==> config.mk <==
export PLATFORM = sky130hd
export DESIGN_NAME = cache_maint_ctrl
export DESIGN_NICKNAME = d
export VERILOG_FILES = /design/src/rtl/cmc_pkg.sv /design/src/rtl/cmc_decode.sv /design/src/rtl/cmc_line_array.sv /design/src/rtl/cache_maint_ctrl.sv
export SDC_FILE = /design/constraint.sdc
export NUM_CORES = 1
export LEC_CHECK = 0
export BUFFER_PORTS_ARGS = -buffer_cell sky130_fd_sc_hd__buf_2
export CORE_ASPECT_RATIO = 1.4
export CORE_MARGIN = 3
export CORE_UTILIZATION = 25
export DETAILED_ROUTE_END_ITERATION = 8
export PLACE_DENSITY = 0.55
export SLEW_MARGIN = 0
export SYNTH_ARGS = -nofsm -noshare
export SYNTH_HDL_FRONTEND = slang
export SYNTH_SLANG_ARGS = --single-unit
==> constraint.sdc <==
create_clock -name clk -period 6.3 [get_ports clk]
set_input_delay 0.945 -clock clk [delete_from_list [all_inputs] [get_ports clk]]
set_output_delay 0.945 -clock clk [all_outputs]
set_load 0.02 [all_outputs]
==> src/rtl/cmc_pkg.sv <==
package cmc_pkg;
    typedef enum logic [2:0] {
        K_NONE,
        K_RD_STAT,
        K_RD_OTHER,
        K_CLEAN,
        K_CLEAN_INV,
        K_INV_ALL
    } cmc_kind_e;

    localparam logic [3:0] MAJ_MAINT  = 4'd7;
    localparam logic [3:0] MIN_CLEAN  = 4'd10;
    localparam logic [3:0] MIN_CINV   = 4'd14;
    localparam logic [3:0] MIN_INV    = 4'd6;
    localparam logic [2:0] OP2_STATUS = 3'd6;
endpackage

==> src/rtl/cmc_decode.sv <==
module cmc_decode
    import cmc_pkg::*;
(
    input  logic       cmd_valid,
    input  logic       cmd_write,
    input  logic [2:0] cmd_op1,
    input  logic [3:0] cmd_crn,
    input  logic [3:0] cmd_crm,
    input  logic [2:0] cmd_op2,
    output cmc_kind_e  kind
);
    logic sel;

    always_comb begin
        sel  = (cmd_crn == MAJ_MAINT) && (cmd_op1 == 3'd0);
        kind = K_NONE;
        if (cmd_valid && !cmd_write) begin
            if (sel && cmd_crm == MIN_CLEAN && cmd_op2 == OP2_STATUS)
                kind = K_RD_STAT;
            else
                kind = K_RD_OTHER;
        end else if (cmd_valid && sel && cmd_op2 == 3'd0) begin
            case (cmd_crm)
                MIN_CLEAN: kind = K_CLEAN;
                MIN_CINV:  kind = K_CLEAN_INV;
                MIN_INV:   kind = K_INV_ALL;
                default:   kind = K_NONE;
            endcase
        end
    end
endmodule

==> src/rtl/cmc_line_array.sv <==
module cmc_line_array #(
    parameter int LINES = 16,
    localparam int IW   = $clog2(LINES)
) (
    input  logic             clk,
    input  logic             rst_n,
    input  logic             wr_en,
    input  logic [IW-1:0]    wr_idx,
    input  logic             sw_en,
    input  logic [IW-1:0]    sw_idx,
    input  logic             sw_inv,
    input  logic             inv_all,
    output logic [LINES-1:0] valid_q,
    output logic [LINES-1:0] dirty_q
);
    logic [LINES-1:0] valid_d, dirty_d;

    always_comb begin
        valid_d = valid_q;
        dirty_d = dirty_q;
        if (inv_all) begin
            valid_d = '0;
            dirty_d = '0;
        end
        if (sw_en) begin
            dirty_d[sw_idx] = 1'b0;
            if (sw_inv) valid_d[sw_idx] = 1'b0;
        end
        if (wr_en) begin
            valid_d[wr_idx] = 1'b1;
            dirty_d[wr_idx] = 1'b1;
        end
    end

    always_ff @(posedge clk) begin
        if (!rst_n) begin
            valid_q <= '0;
            dirty_q <= '0;
        end else begin
            valid_q <= valid_d;
            dirty_q <= dirty_d;
        end
    end

    a_r7_inv_all_clears: assert property (@(posedge clk) disable iff (!rst_n)
        inv_all && !wr_en |=> (valid_q == '0) && (dirty_q == '0));
endmodule

==> src/rtl/cache_maint_ctrl.sv <==
module cache_maint_ctrl
    import cmc_pkg::*;
#(
    parameter int SETS        = 8,
    parameter int WAYS        = 2,
    parameter int DATA_W      = 32,
    parameter int RESTART_OFS = 4,
    localparam int SET_W      = $clog2(SETS),
    localparam int WAY_W      = $clog2(WAYS),
    localparam int LINES      = SETS * WAYS,
    localparam int IW         = SET_W + WAY_W
) (
    input  logic              clk,
    input  logic              rst_n,
    input  logic              cmd_valid,
    input  logic              cmd_write,
    input  logic [2:0]        cmd_op1,
    input  logic [3:0]        cmd_crn,
    input  logic [3:0]        cmd_crm,
    input  logic [2:0]        cmd_op2,
    output logic              rd_valid,
    output logic [DATA_W-1:0] rd_data,
    input  logic              cw_en,
    input  logic [SET_W-1:0]  cw_set,
    input  logic [WAY_W-1:0]  cw_way,
    input  logic              irq,
    output logic              busy,
    output logic              abort_pulse,
    output logic [2:0]        restart_ofs,
    output logic              wb_valid,
    input  logic              wb_ready,
    output logic [SET_W-1:0]  wb_set,
    output logic [WAY_W-1:0]  wb_way,
    input  logic [SET_W-1:0]  pr_set,
    input  logic [WAY_W-1:0]  pr_way,
    output logic              pr_valid,
    output logic              pr_dirty
);
    typedef struct packed {
        logic          busy;
        logic          inv;
        logic [IW-1:0] idx;
        logic          seen;
        logic          flag;
        logic          rd_valid;
        logic          rd_bit;
        logic          abort;
    } ctl_t;

    ctl_t       st_q, st_d;
    cmc_kind_e  kind;
    logic [LINES-1:0] valid_vec, dirty_vec;
    logic       line_dirty, advance, last, inv_all;

    cmc_decode u_dec (
        .cmd_valid (cmd_valid),
        .cmd_write (cmd_write),
        .cmd_op1   (cmd_op1),
        .cmd_crn   (cmd_crn),
        .cmd_crm   (cmd_crm),
        .cmd_op2   (cmd_op2),
        .kind      (kind)
    );

    assign line_dirty = dirty_vec[st_q.idx];
    assign advance    = st_q.busy && !irq && (!line_dirty || wb_ready);
    assign last       = (st_q.idx == IW'(LINES - 1));
    assign inv_all    = !st_q.busy && (kind == K_INV_ALL);

    cmc_line_array #(.LINES(LINES)) u_arr (
        .clk     (clk),
        .rst_n   (rst_n),
        .wr_en   (cw_en),
        .wr_idx  ({cw_set, cw_way}),
        .sw_en   (advance),
        .sw_idx  (st_q.idx),
        .sw_inv  (st_q.inv),
        .inv_all (inv_all),
        .valid_q (valid_vec),
        .dirty_q (dirty_vec)
    );

    always_comb begin
        st_d          = st_q;
        st_d.rd_valid = 1'b0;
        st_d.abort    = 1'b0;
        if (cmd_valid && !cmd_write) begin
            st_d.rd_valid = 1'b1;
            st_d.rd_bit   = (kind == K_RD_STAT) && st_q.flag;
        end
        if (st_q.busy) begin
            if (irq) begin
                st_d.busy  = 1'b0;
                st_d.abort = 1'b1;
            end else if (advance) begin
                if (last) begin
                    st_d.busy = 1'b0;
                    if (!st_q.seen) st_d.flag = 1'b0;
                end else begin
                    st_d.idx = st_q.idx + 1'b1;
                end
            end
        end else begin
            case (kind)
                K_CLEAN, K_CLEAN_INV: begin
                    st_d.busy = 1'b1;
                    st_d.inv  = (kind == K_CLEAN_INV);
                    st_d.idx  = '0;
                    st_d.seen = 1'b0;
                end
                K_INV_ALL: st_d.flag = 1'b0;
                default: ;
            endcase
        end
        if (cw_en) begin
            st_d.flag = 1'b1;
            if (st_q.busy) st_d.seen = 1'b1;
        end
    end

    always_ff @(posedge clk) begin
        if (!rst_n) st_q <= '0;
        else        st_q <= st_d;
    end

    assign busy        = st_q.busy;
    assign rd_valid    = st_q.rd_valid;
    assign rd_data     = {{(DATA_W-1){1'b0}}, st_q.rd_bit};
    assign abort_pulse = st_q.abort;
    assign restart_ofs = st_q.abort ? 3'(RESTART_OFS) : 3'd0;
    assign wb_valid    = st_q.busy && line_dirty && !irq;
    assign wb_set      = st_q.idx[IW-1:WAY_W];
    assign wb_way      = st_q.idx[WAY_W-1:0];
    assign pr_valid    = valid_vec[{pr_set, pr_way}];
    assign pr_dirty    = dirty_vec[{pr_set, pr_way}];

    a_r3_write_sets_flag: assert property (@(posedge clk) disable iff (!rst_n)
        cw_en |=> st_q.flag);

    a_r5_wb_hold: assert property (@(posedge clk) disable iff (!rst_n)
        wb_valid && !wb_ready |=> $stable(wb_set) && $stable(wb_way));

    a_r9_abort_idle: assert property (@(posedge clk) disable iff (!rst_n)
        busy && irq |=> !busy && abort_pulse);

    a_r9_abort_keeps_flag: assert property (@(posedge clk) disable iff (!rst_n)
        busy && irq && st_q.flag |=> st_q.flag);
endmodule

==> results_dict.tcl <==
set metrics [dict create \
    r2r-start "wb_set[0]" \
    start_util 0.261 \
    async_flop_share 0 \
    setup_ws_ns 2.95 \
    total_power_mw 0.599 \
    place.gp.congestion 0.890 \
    tns_ns 0 \
    clkPwrFrac 0.422 \
    fin_crit_ns 3.35 \
    post-dp-hpwl_microns 6130 \
    critPathTopFamily "multiplexers" \
    synth.most_common_cell "dfxtp_1" \
    drt-initial-drc-count 156 \
    worstPathRequired_ns 5.35 \
    synthFlopType "dfxtp_1" \
    hold_end "u_arr.valid_q[11]" \
    placed_cell_area_sq_um 2920 \
    drc 1 \
    path_buf_inv 1 \
    syn_area_sq_um 2760 \
    die_x_microns 94.8 \
    core_region_area_sq_um 10600 \
    finalSetupViolations 0 \
    synth.area.top_cells "dfxtp_1 (31%), buf_4 (10%), mux4_2 (9.0%), a31o_2 (4.8%), nand2_1 (4.2%)" \
    clock_sinks 43 \
    p_switching_mw 0.155 \
    synth_cells 311 \
    dieArea_sq_um 12400 \
    crit_arrival_ns 2.40 \
    worstSkewPairLatency_ns 0.28 \
    cts_made_buffers 5 \
    p_leak_nw 1.19 \
    detail-route-antenna-nets 0 \
    cpMaxStageDelayCell "dfxtp_1" \
    synth_top_area_frac 0.312 \
    hold_start "u_arr.valid_q[11]" \
    yosysTopAreaCell "dfxtp_1" \
    hold_depth 2 \
    power_density_nw_per_um2 196 \
    h-tree-depth 2 \
    layout-drive-gt1-share 0.245 \
    dp_slack_ns 2.95 \
    ys_warn_count 0 \
    hold_path_class "register to register" \
    fmax_ghz 0.299 \
    ff2ff_path_depth 5 \
    cts_resized 0 \
    synth_cell_types 53 \
    violations "design-rule violations" \
    vias 2441 \
    fillers 1152 \
    cp-start-kind "register" \
    yosysSeqAreaShare 0.312 \
    synth_edf_count 0 \
    crit_path_end_kind "primary output" \
    worst_pin_slew_ns 0.714 \
    critPathMaxFanout 15 \
    p_comb_frac 0.108 \
    layoutNonFillerInstCount 477 \
    clk_path_buf_depth 2 \
    vdd_ir_drop_max_mv 0.101 \
    cts_root_buf "clkbuf_16" \
    finish.instance_area_sq_um 3060 \
    cts_tree "done" \
    rsz0062_at_grt "no" \
    grt_max_degree 34 \
    final_util 0.290 \
    grt_overflow_total 0 \
    grt_pass1_vias 2232 \
    worstReg2RegEnd "wb_set[2]" \
    swShare 0.258 \
    io_buffers 40 \
    netlist_top_cells_count "dfxtp_1 (43), buf_4 (38), nand2_1 (31)" \
    fin_worst_skew_ns 0.00626 \
    rows 44 \
    track_usage 0.127 \
    grt_pass1_wl_microns 12100 \
    path_class "register to primary output" \
    final-hold-violation-count 0 \
    ctsHoldBuffers 0 \
    dr.pass1.iters 6 \
    timing.slew.headroom 0.523 \
    syn2layout_area_growth_pct 10.8 \
    critical-path-max-stage-delay_ns 0.78 \
    post-place-cells 469 \
    avgSynthCellArea_sq_um 8.88 \
    fin_nets 371 \
    p_int_mw 0.445 \
    path_clk_slew_ns 0.06 \
    pin_count 74 \
    drv_cap 0 \
    maxSlewViolCount 0 \
    timing.hold.ws_ns 0.459 \
    grt_antenna_before_repair 0 \
    wl_microns 7780 \
    postCtsSetupRepairBufs 0 \
    period_share 0.532 \
    cp_cell_sequence "mux2_2 > mux4_2 > nand2_1 > a21oi_1 > buf_2" \
    status "finished, violations left" \
    viasPerCell 5.12 \
    die_h_microns 130 \
    p_seq_frac 0.470 \
    ys_ff_latch 43 \
    wl_per_cell_microns 16.3 \
    antenna_cells 0 \
    r2r_slack_ns 3.52 \
]
[layout make-up]
class | count | area (sq um) | area share
Inverter | 10 | 37.5 | 0.0123
Clock buffer | 6 | 129 | 0.0421
Clock inverter | 2 | 12.5 | 0.00409
Timing Repair Buffer | 41 | 208 | 0.0678
Multi-Input combinational cell | 237 | 1640 | 0.536
Tap cell | 138 | 173 | 0.0564
Sequential cell | 43 | 861 | 0.281
[cells in the final DEF, fill, tap and decap left out, types with 4 or more instances in the layout]
cell       instances
o22ai_1            6
nor3_1             7
nor2b_1            6
a31o_1             7
inv_1             10
clkbuf_16          5
buf_2             40
dfxtp_1           43
nand3_1           12
conb_1            33
nand4_1           11
ha_1               4
o211ai_1           4
nand2_1           31
mux2i_1            4
nand2b_1           7
a31o_2            15
and3_1             8
nor2_1            23
mux4_2            11
[state kept, by name, summed over array words and instances (netlist names)]
signal / count
wb_way: 1
busy: 1
wb_set: 3
st_q: 3
u_arr.valid_q: 16
abort_pulse: 1
u_arr.dirty_q: 16
rd_data: 1
rd_valid: 1
[worst max path at each step]
| stage | startpoint | end | slack [ns] | cells after the start |
|---|---|---|---|---|
| floorplan | pr_way | pr_dirty | 2.90 | 3 |
| global placement | pr_way | pr_dirty | 3.01 | 4 |
| detailed placement | pr_way | pr_valid | 2.95 | 4 |
| CTS | pr_way | pr_valid | 2.95 | 4 |
| global route | wb_set[0] | wb_valid | 2.86 | 5 |
| finish | wb_set[0] | wb_valid | 2.95 | 5 |
[layer usage]
metal | track usage | vias up | wire length [microns]
li1 | - | 1131 | -
met2 | 0.211 | 126 | 3710
met5 | 0 | - | 0
met3 | 0.0206 | 11 | 583
met1 | 0.169 | 1173 | 3370
met4 | 0.0374 | 0 | 124
[tightest hold or removal path, delay by kind of cell (launching register included)]
kind | cells | cell delay, ns
DFF | 1 | 0.31
and+or+nand+nor | 1 | 0.05
AOI/OAI and AO/OA | 1 | 0.05
[power groups by stage]
stage               combinational (mW)  sequential [mW]  clock, mW
floorplan                       0.0597            0.286          0
CTS                             0.0642            0.282      0.260
finish                          0.0646            0.282      0.253
global route                    0.0704            0.282      0.271
global placement                0.0629            0.288          0
detailed placement              0.0639            0.288          0
[cells by family after synthesis]
group | share of synthesized area
buffers and inverters | 0.140
adder cells (fa/ha/maj) | 0.0181
multiplexers | 0.126
XOR/XNOR | 0.00317
other | 0.00136
AO/OA/AOI/OAI | 0.169
AND/OR/NAND/NOR | 0.231
flip-flops | 0.312
Note: power is estimated with default switching activity, not from simulation.
